--- config.mk ---
export PLATFORM = sky130hd
export DESIGN_NAME = bankgpio_ctrl
export DESIGN_NICKNAME = d
export VERILOG_FILES = /design/src/rtl/bgc_pkg.sv /design/src/rtl/bgc_decode.sv /design/src/rtl/bgc_sync_edge.sv /design/src/rtl/bgc_pin_regs.sv /design/src/rtl/bankgpio_ctrl.sv
export SDC_FILE = /design/constraint.sdc
export NUM_CORES = 1
export LEC_CHECK = 0
export ABC_AREA = 1
export BUFFER_PORTS_ARGS = -buffer_cell sky130_fd_sc_hd__buf_2
export CAP_MARGIN = 20
export CORE_ASPECT_RATIO = 1.4
export CORE_MARGIN = 3
export CORE_UTILIZATION = 40
export DETAILED_ROUTE_END_ITERATION = 8
export REMOVE_ABC_BUFFERS = 1
export SLEW_MARGIN = 20
export SYNTH_ARGS = -nofsm -noshare
export SYNTH_HDL_FRONTEND = slang
export SYNTH_HIERARCHICAL = 1
export SYNTH_SLANG_ARGS = --single-unit
--- constraint.sdc ---
create_clock -name clk -period 2.5 [get_ports clk]
set_clock_uncertainty 0.05 [all_clocks]
set_input_delay 0 -clock clk [delete_from_list [all_inputs] [get_ports clk]]
set_output_delay 0 -clock clk [all_outputs]
set_load 0.02 [all_outputs]
--- src/rtl/bgc_pkg.sv ---
package bgc_pkg;
  localparam int BGC_FUNCS     = 7;
  localparam int BGC_WORD_BITS = 32;

  typedef enum logic [2:0] {
    FN_LEVEL = 3'd0,
    FN_DIR   = 3'd1,
    FN_SET   = 3'd2,
    FN_CLR   = 3'd3,
    FN_RISE  = 3'd4,
    FN_FALL  = 3'd5,
    FN_STAT  = 3'd6
  } bgc_fn_e;

  typedef struct packed {
    logic    hit;
    bgc_fn_e fn;
    logic [3:0] word;
  } bgc_acc_t;
endpackage

--- src/rtl/bgc_decode.sv ---
module bgc_decode
  import bgc_pkg::*;
#(
  parameter int NUM_PINS = 64,
  parameter int ADDR_W   = 8
) (
  input  logic [ADDR_W-1:0] addr,
  output bgc_acc_t          acc
);
  localparam int WORDS = NUM_PINS / BGC_WORD_BITS;
  localparam int IDX_W = ADDR_W - 2;

  logic [IDX_W-1:0] widx;

  always_comb begin
    widx     = addr[ADDR_W-1:2];
    acc.hit  = 1'b0;
    acc.fn   = FN_LEVEL;
    acc.word = '0;
    for (int f = 0; f < BGC_FUNCS; f++) begin
      for (int w = 0; w < WORDS; w++) begin
        if ((addr[1:0] == 2'b00) && (widx == IDX_W'(f * WORDS + w))) begin
          acc.hit  = 1'b1;
          acc.fn   = bgc_fn_e'(3'(f));
          acc.word = 4'(w);
        end
      end
    end
  end
endmodule

--- src/rtl/bgc_sync_edge.sv ---
module bgc_sync_edge #(
  parameter int NUM_PINS = 64
) (
  input  logic                clk,
  input  logic                rst_n,
  input  logic [NUM_PINS-1:0] pad_in,
  output logic [NUM_PINS-1:0] level,
  output logic [NUM_PINS-1:0] rise,
  output logic [NUM_PINS-1:0] fall
);
  logic [NUM_PINS-1:0] meta_q, sync_q, prev_q;

  always_ff @(posedge clk or negedge rst_n) begin
    if (!rst_n) begin
      meta_q <= '0;
      sync_q <= '0;
      prev_q <= '0;
    end else begin
      meta_q <= pad_in;
      sync_q <= meta_q;
      prev_q <= sync_q;
    end
  end

  assign level = sync_q;
  assign rise  = sync_q & ~prev_q;
  assign fall  = ~sync_q & prev_q;
endmodule

--- src/rtl/bgc_pin_regs.sv ---
module bgc_pin_regs
  import bgc_pkg::*;
#(
  parameter int NUM_PINS = 64
) (
  input  logic                clk,
  input  logic                rst_n,
  input  bgc_acc_t            acc,
  input  logic                wr_en,
  input  logic                rd_en,
  input  logic [31:0]         wdata,
  input  logic [NUM_PINS-1:0] level,
  input  logic [NUM_PINS-1:0] rise_evt,
  input  logic [NUM_PINS-1:0] fall_evt,
  output logic [NUM_PINS-1:0] dir_q,
  output logic [NUM_PINS-1:0] out_q,
  output logic [NUM_PINS-1:0] rise_en_q,
  output logic [NUM_PINS-1:0] fall_en_q,
  output logic [NUM_PINS-1:0] stat_q,
  output logic [31:0]         rdata,
  output logic                irq
);
  localparam int WORDS = NUM_PINS / BGC_WORD_BITS;

  logic [WORDS-1:0]    sel_w;
  logic [NUM_PINS-1:0] dir_d, out_d, rise_d, fall_d, stat_d, clr_mask, det;
  logic [31:0]         rd_word;

  for (genvar w = 0; w < WORDS; w++) begin : g_sel
    assign sel_w[w] = acc.hit && (acc.word == 4'(w));
  end

  assign det = (rise_evt & rise_en_q) | (fall_evt & fall_en_q);

  always_comb begin
    dir_d    = dir_q;
    out_d    = out_q;
    rise_d   = rise_en_q;
    fall_d   = fall_en_q;
    clr_mask = '0;
    for (int w = 0; w < WORDS; w++) begin
      if (wr_en && sel_w[w]) begin
        case (acc.fn)
          FN_DIR:  dir_d[w*32 +: 32]    = wdata;
          FN_SET:  out_d[w*32 +: 32]    = out_q[w*32 +: 32] | wdata;
          FN_CLR:  out_d[w*32 +: 32]    = out_q[w*32 +: 32] & ~wdata;
          FN_RISE: rise_d[w*32 +: 32]   = wdata;
          FN_FALL: fall_d[w*32 +: 32]   = wdata;
          FN_STAT: clr_mask[w*32 +: 32] = wdata;
          default: ;
        endcase
      end
    end
    stat_d = (stat_q & ~clr_mask) | det;
  end

  always_comb begin
    rd_word = '0;
    for (int w = 0; w < WORDS; w++) begin
      if (sel_w[w]) begin
        case (acc.fn)
          FN_LEVEL: rd_word = level[w*32 +: 32];
          FN_DIR:   rd_word = dir_q[w*32 +: 32];
          FN_RISE:  rd_word = rise_en_q[w*32 +: 32];
          FN_FALL:  rd_word = fall_en_q[w*32 +: 32];
          FN_STAT:  rd_word = stat_q[w*32 +: 32];
          default:  rd_word = '0;
        endcase
      end
    end
  end

  always_ff @(posedge clk or negedge rst_n) begin
    if (!rst_n) begin
      dir_q     <= '0;
      out_q     <= '0;
      rise_en_q <= '0;
      fall_en_q <= '0;
      stat_q    <= '0;
      rdata     <= '0;
      irq       <= 1'b0;
    end else begin
      dir_q     <= dir_d;
      out_q     <= out_d;
      rise_en_q <= rise_d;
      fall_en_q <= fall_d;
      stat_q    <= stat_d;
      rdata     <= rd_en ? rd_word : '0;
      irq       <= |stat_q;
    end
  end
endmodule

--- src/rtl/bankgpio_ctrl.sv ---
module bankgpio_ctrl
  import bgc_pkg::*;
#(
  parameter int NUM_PINS = 64,
  parameter int ADDR_W   = 8
) (
  input  logic                clk,
  input  logic                rst_n,
  input  logic                bus_sel,
  input  logic                bus_wr,
  input  logic [ADDR_W-1:0]   bus_addr,
  input  logic [31:0]         bus_wdata,
  output logic [31:0]         bus_rdata,
  input  logic [NUM_PINS-1:0] pad_in,
  output logic [NUM_PINS-1:0] pad_out,
  output logic [NUM_PINS-1:0] pad_oe,
  output logic                irq
);
  bgc_acc_t            acc;
  logic                wr_en, rd_en;
  logic [NUM_PINS-1:0] level_w, rise_w, fall_w;
  logic [NUM_PINS-1:0] rise_en_w, fall_en_w, stat_w;

  assign wr_en = bus_sel & bus_wr;
  assign rd_en = bus_sel & ~bus_wr;

  bgc_decode #(.NUM_PINS(NUM_PINS), .ADDR_W(ADDR_W)) u_decode (
    .addr (bus_addr),
    .acc  (acc)
  );

  bgc_sync_edge #(.NUM_PINS(NUM_PINS)) u_sync (
    .clk    (clk),
    .rst_n  (rst_n),
    .pad_in (pad_in),
    .level  (level_w),
    .rise   (rise_w),
    .fall   (fall_w)
  );

  bgc_pin_regs #(.NUM_PINS(NUM_PINS)) u_regs (
    .clk       (clk),
    .rst_n     (rst_n),
    .acc       (acc),
    .wr_en     (wr_en),
    .rd_en     (rd_en),
    .wdata     (bus_wdata),
    .level     (level_w),
    .rise_evt  (rise_w),
    .fall_evt  (fall_w),
    .dir_q     (pad_oe),
    .out_q     (pad_out),
    .rise_en_q (rise_en_w),
    .fall_en_q (fall_en_w),
    .stat_q    (stat_w),
    .rdata     (bus_rdata),
    .irq       (irq)
  );
endmodule

Yosys cells after proc, flatten, opt, wreduce, memory -nomap -nowiden --
Index checks and enable logic that the tools add are counted.
Storage, ports and cells: word-level logic and storage cells 108, flip-flop bits (word level) 545, input port bits 108, output and inout bits 161
Operators by class: reduce and logical (&&, ||, !) cells 32, eq/ne operators 20, multiplexer cells 24, bitwise logic cells 18
Operator list (number):
- 64-bit AND | 5
- 32-bit case mux with 5 select lines | 2
- 32-bit two-way mux | 6
- 64-bit NOT | 3
- 64-bit OR | 2
- 32-bit case mux with 2 select lines | 2
- 8-bit two-way mux | 14
- 32-bit AND | 2
- 32-bit OR | 2
- 64-bit OR reduction | 1
- 6-bit by 4-bit equality test with 1-bit output, second input constant | 6
- 32-bit NOT | 1
- 6-bit by 3-bit equality test with 1-bit output, second input constant | 4
- 1-bit logical AND | 18
- 2-bit AND reduction | 8
- 6-bit by 2-bit equality test with 1-bit output, second input constant | 2
- 3-bit equality test, second input constant | 3
- 3-bit by 2-bit equality test with 1-bit output, second input constant | 2
- 6-bit by 1-bit equality test with 1-bit output, second input constant | 1
- 6-bit zero test | 1
- 4-bit by 1-bit equality test with 1-bit output, second input constant | 1
- 4-bit zero test | 1
- 3-bit by 1-bit equality test with 1-bit output, second input constant | 1
- 3-bit zero test | 1
- 4 further kinds | 5

Logic depth before layout (Yosys ltp) --
depth after elaboration 23, depth in mapped cells 17, gate-level depth less buffers 14

Hierarchy --
The synthesis kept the hierarchy.
Modules (own cells, without submodules):
- bgc_pin_regs | times used 1, cells each 2152, area an instance 17169.0 µm²
- bgc_sync_edge | times used 1, cells each 448, area an instance 5765.5 µm²
- bgc_decode | times used 1, cells each 45, area an instance 239.0 µm²
- bankgpio_ctrl | times used 1, cells each 4, area an instance 17.5 µm²

Worst setup path before layout --
No wires, ideal clock.
kind input-to-reg, start input port bus_addr[1], end register u_regs.rdata[24], path buffers 3, arrival time 1.520 ns, setup slack 0.797 ns, setup time 0.133 ns, cell stages on the path 15, data required time 2.317 ns, cells stage by stage nor2_4 -> inv_2 -> nor2_4 -> inv_2 -> nor2_2 -> inv_2 -> o21ai_2 -> buf_4 -> clkinv_2 -> nand3_2 -> buf_4 -> buf_4 -> o21ai_1 -> o21bai_1 -> a21oi_1
RTL lines:
- start: declaration | line bankgpio_ctrl.sv:11 | input logic [ADDR_W-1:0] bus_addr,
- end signal: assignment | line bgc_pin_regs.sv:88 | rdata <= rd_en ? rd_word : '0;
- end: declaration | line bgc_pin_regs.sv:20 | output logic [31:0] rdata,

==> flow_summary_export.csv <==
group,metric,value,unit
worst_setup_path,start_kind,"input pin",
synth,yosysSeqAreaShare,0.5881,
synth,yosysTopAreaCell,"dfrtp_1",
clock_network,root_buffer,"clkbuf_16",
sta,min_period,1.901,ns
synth,syn_area_per_cell,8.755,µm²
synth,netlist_top_cells_count,"nand2_1 (557), dfrtp_1 (545), nand3_1 (289)",
synth,synthFlopType,"dfrtp_1",
worst_setup_path,end_kind,"flip-flop",
power,max-vdd-ir-drop,0.0004763,V
route,drc,0,
sta,rsz0062_at_grt,"no",
worst_setup_path,critPathKind,"input pin to flip-flop",
sta,tightest_slew,1.109,ns
worst_setup_path,path_max_fanout,54,
placed_design,post-place-ws,0.02631,ns
global_routing,gr-total-overflow,0,
synth,ys_warn_count,6,
placed_design,place.detailed.hpwl,49310,µm
synth,syn_inst,2649,
clock_network,path_clk_slew,0.06,ns
global_routing,grt_pass1_wl,121200,µm
route,wl_per_cell,20.44,µm
clock_network,cts_resized,0,
power,p_int,14610,µW
synth,synth.most_common_cell,"nand2_1",
sta,fmax,526.0,MHz
worst_setup_path,crit_required,2.95,ns
finish,multi_input_area,7976,µm²
power,switching_share,0.2264,
synth,synthDistinctLibCells,30,
floorplanning,start_util,0.4081,
sta,slew_headroom,0.2599,
route,num_vias,20590,
clock_network,cts_tree,"yes",
route,drt_wl_total,77960,µm
global_routing,grt_max_degree,75,
finish,nNetsFinal,3147,
global_routing,first_global_vias,20890,
power,p_seq_frac,0.482,
floorplanning,die_h,290.9,µm
global_routing,grt_usage,0.2527,
route,viasPerCell,5.400,
sta,setup-violations-final,0,
route,drtIter0Drc,1882,
floorplanning,fp-row-count,103,
power,p_clk_frac,0.466,
synth,ys_top_cells_by_area,"dfrtp_1 (59%), nand2_1 (9.0%), nand3_1 (6.2%)",
sta,hold_viol,0,
floorplanning,core,56830,µm²
power,p_per_area,647.5,nW/µm²
route,postRouteAntennaNets,0,
clock_network,cts_made_buffers,55,
finish,regArea,13640,µm²
clock_network,h-tree-depth,2,
clock_network,cts_buffer_depth,3,
flow_run,maxCapViolations,0,
placed_design,buffer_ports.inserted,268,
synth,syn_area,23190,µm²
synth,synthDominantCellAreaShare,0.5881,
route,first_pass_iters,6,
worst_hold_path,hold_class,"input pin to flip-flop",
sta,finalWorstSetupSlack,0.5988,ns
finish,diodes,0,
clock_network,worstSkewPairLatency,0.61,ns
floorplanning,ios,269,
sta,finalCritPeriodShare,0.7605,
clock_network,clock_sinks,545,
synth,async_flop_share,1.000,
floorplanning,die_w,209.5,µm
power,p_total,18880,µW
power,p_leak,0.01460,µW
floorplanning,die_area,60940,µm²
power,pwr-share-comb,0.052,
clock_network,cts_setup_buffers,0,
worst_setup_path,critPathArrivalTime,2.36,ns
finish,synthToLayoutAreaGrowth,25.75,%
power,p_sw,4275,µW
sta,maxSlewViolCount,0,
global_routing,antenna_found_initial,0,
clock_network,ctsHoldBuffers,152,
run_status,status,"finished, final reports clean",
synth,synth_edf_count,0,
synth,ys_seq_elements,545,
finish,drive_gt1_frac,0.1520,
placed_design,gp_congestion,0.8490,
finish,fillCellCount,5205,
==> area by class of cell <==
cell class              instances  area share
clock buffers                  67     0.05080
clock inverters                29     0.01506
inverters                     245     0.03166
multi-input cells            1704      0.2735
flip-flops and latches        545      0.4677
well taps                     735     0.03154
repair buffers                488      0.1297
==> power groups by stage <==
| stage | Sequential [µW] | Clock (µW) | Combinational (µW) |
|---|---|---|---|
| after floorplan | 9220 | 0 | 297 |
| after global placement | 9250 | 0 | 789 |
| after detailed placement | 9250 | 0 | 803 |
| after CTS | 9090 | 8990 | 988 |
| after global routing | 9110 | 9320 | 1090 |
| final | 9090 | 8810 | 980 |
==> cells in the final DEF (no fill, tap or decap), types with 6 or more instances in the layout <==
master,Yosys,final
clkinv_2,1,10
nand3_1,289,289
clkbuf_8,0,6
o21bai_1,32,32
buf_2,93,267
nand2_1,557,555
bufinv_16,0,10
clkbuf_16,0,55
nor2_1,255,255
buf_4,12,36
o21ai_0,192,192
clkinvlp_4,0,7
nand4_1,149,149
dlygate4sd3_1,0,152
o21ai_1,161,161
dfrtp_1,545,545
inv_1,234,233
inv_2,10,9
nor2_4,5,7
a21oi_1,33,32
clkbuf_1,43,6
nand2_4,0,6
buf_12,0,32
==> cell families after synthesis <==
logic type / synth area share
other: 0.0001617
buffers and inverters: 0.07240
AO/OA/AOI/OAI: 0.09506
flip-flops: 0.5881
AND/OR/NAND/NOR: 0.2443
==> final timing paths <==
path / slack [ns] / start / cells after the start / endpoint
max in group asynchronous: 1.04 / rst_n / 4 / asynchronous set/reset pin
min in group asynchronous: 0.46 / rst_n / 3 / u_regs/rise_en_q[45]$_DFFE_PN0P_
worst max-delay path: 0.60 / bus_addr[1] / 14 / u_regs/rdata[13]$_DFF_PN0_
worst min register to register: 0.28 / u_sync/meta_q[62]$_DFF_PN0_ / 0 / u_sync/level[62]$_DFF_PN0_
worst min-delay path: 0.03 / pad_in[13] / 2 / u_sync/meta_q[13]$_DFF_PN0_
worst max register to register: 0.99 / u_regs/stat_q[24]$_DFF_PN0_ / 4 / u_regs/irq$_DFF_PN0_
==> stage by stage <==
step,std cells,instance area [µm²],utilization,hold slack (ns),TNS (ns)
floorplan,2494,22440,-,-0.3456,-1253.21
global placement,3565,25720,0.4525,-0.01324,0
detailed placement,3565,25720,0.4525,-0.003194,0
CTS,3813,29160,0.5131,0.002767,0
global route,3813,29160,0.5131,0.02538,0
finish,3813,29160,0.5131,0.02843,0
==> layer usage <==
metal	global-route usage	vias to the layer above	part of all wire
met1	0.3284	9979	0.40
li1	-	9475	-
met3	0.03644	190	0.072
met5	0	-	0
met4	0.09627	0	0.038
met2	0.4283	946	0.49
==> worst max-delay path, cell delays in order <==
cell and delay (ns):
buf_2 0.11, nor2_4 0.16, inv_2 0.08, nor2_4 0.13, inv_2 0.05, nor2_2 0.08, inv_2 0.07, o21ai_4 0.35
buf_12 0.32, o21ai_0 0.22, a21oi_4 0.20, buf_4 0.30, nand2_1 0.08, a21oi_1 0.15
Note: power is estimated with default switching activity, not from simulation.
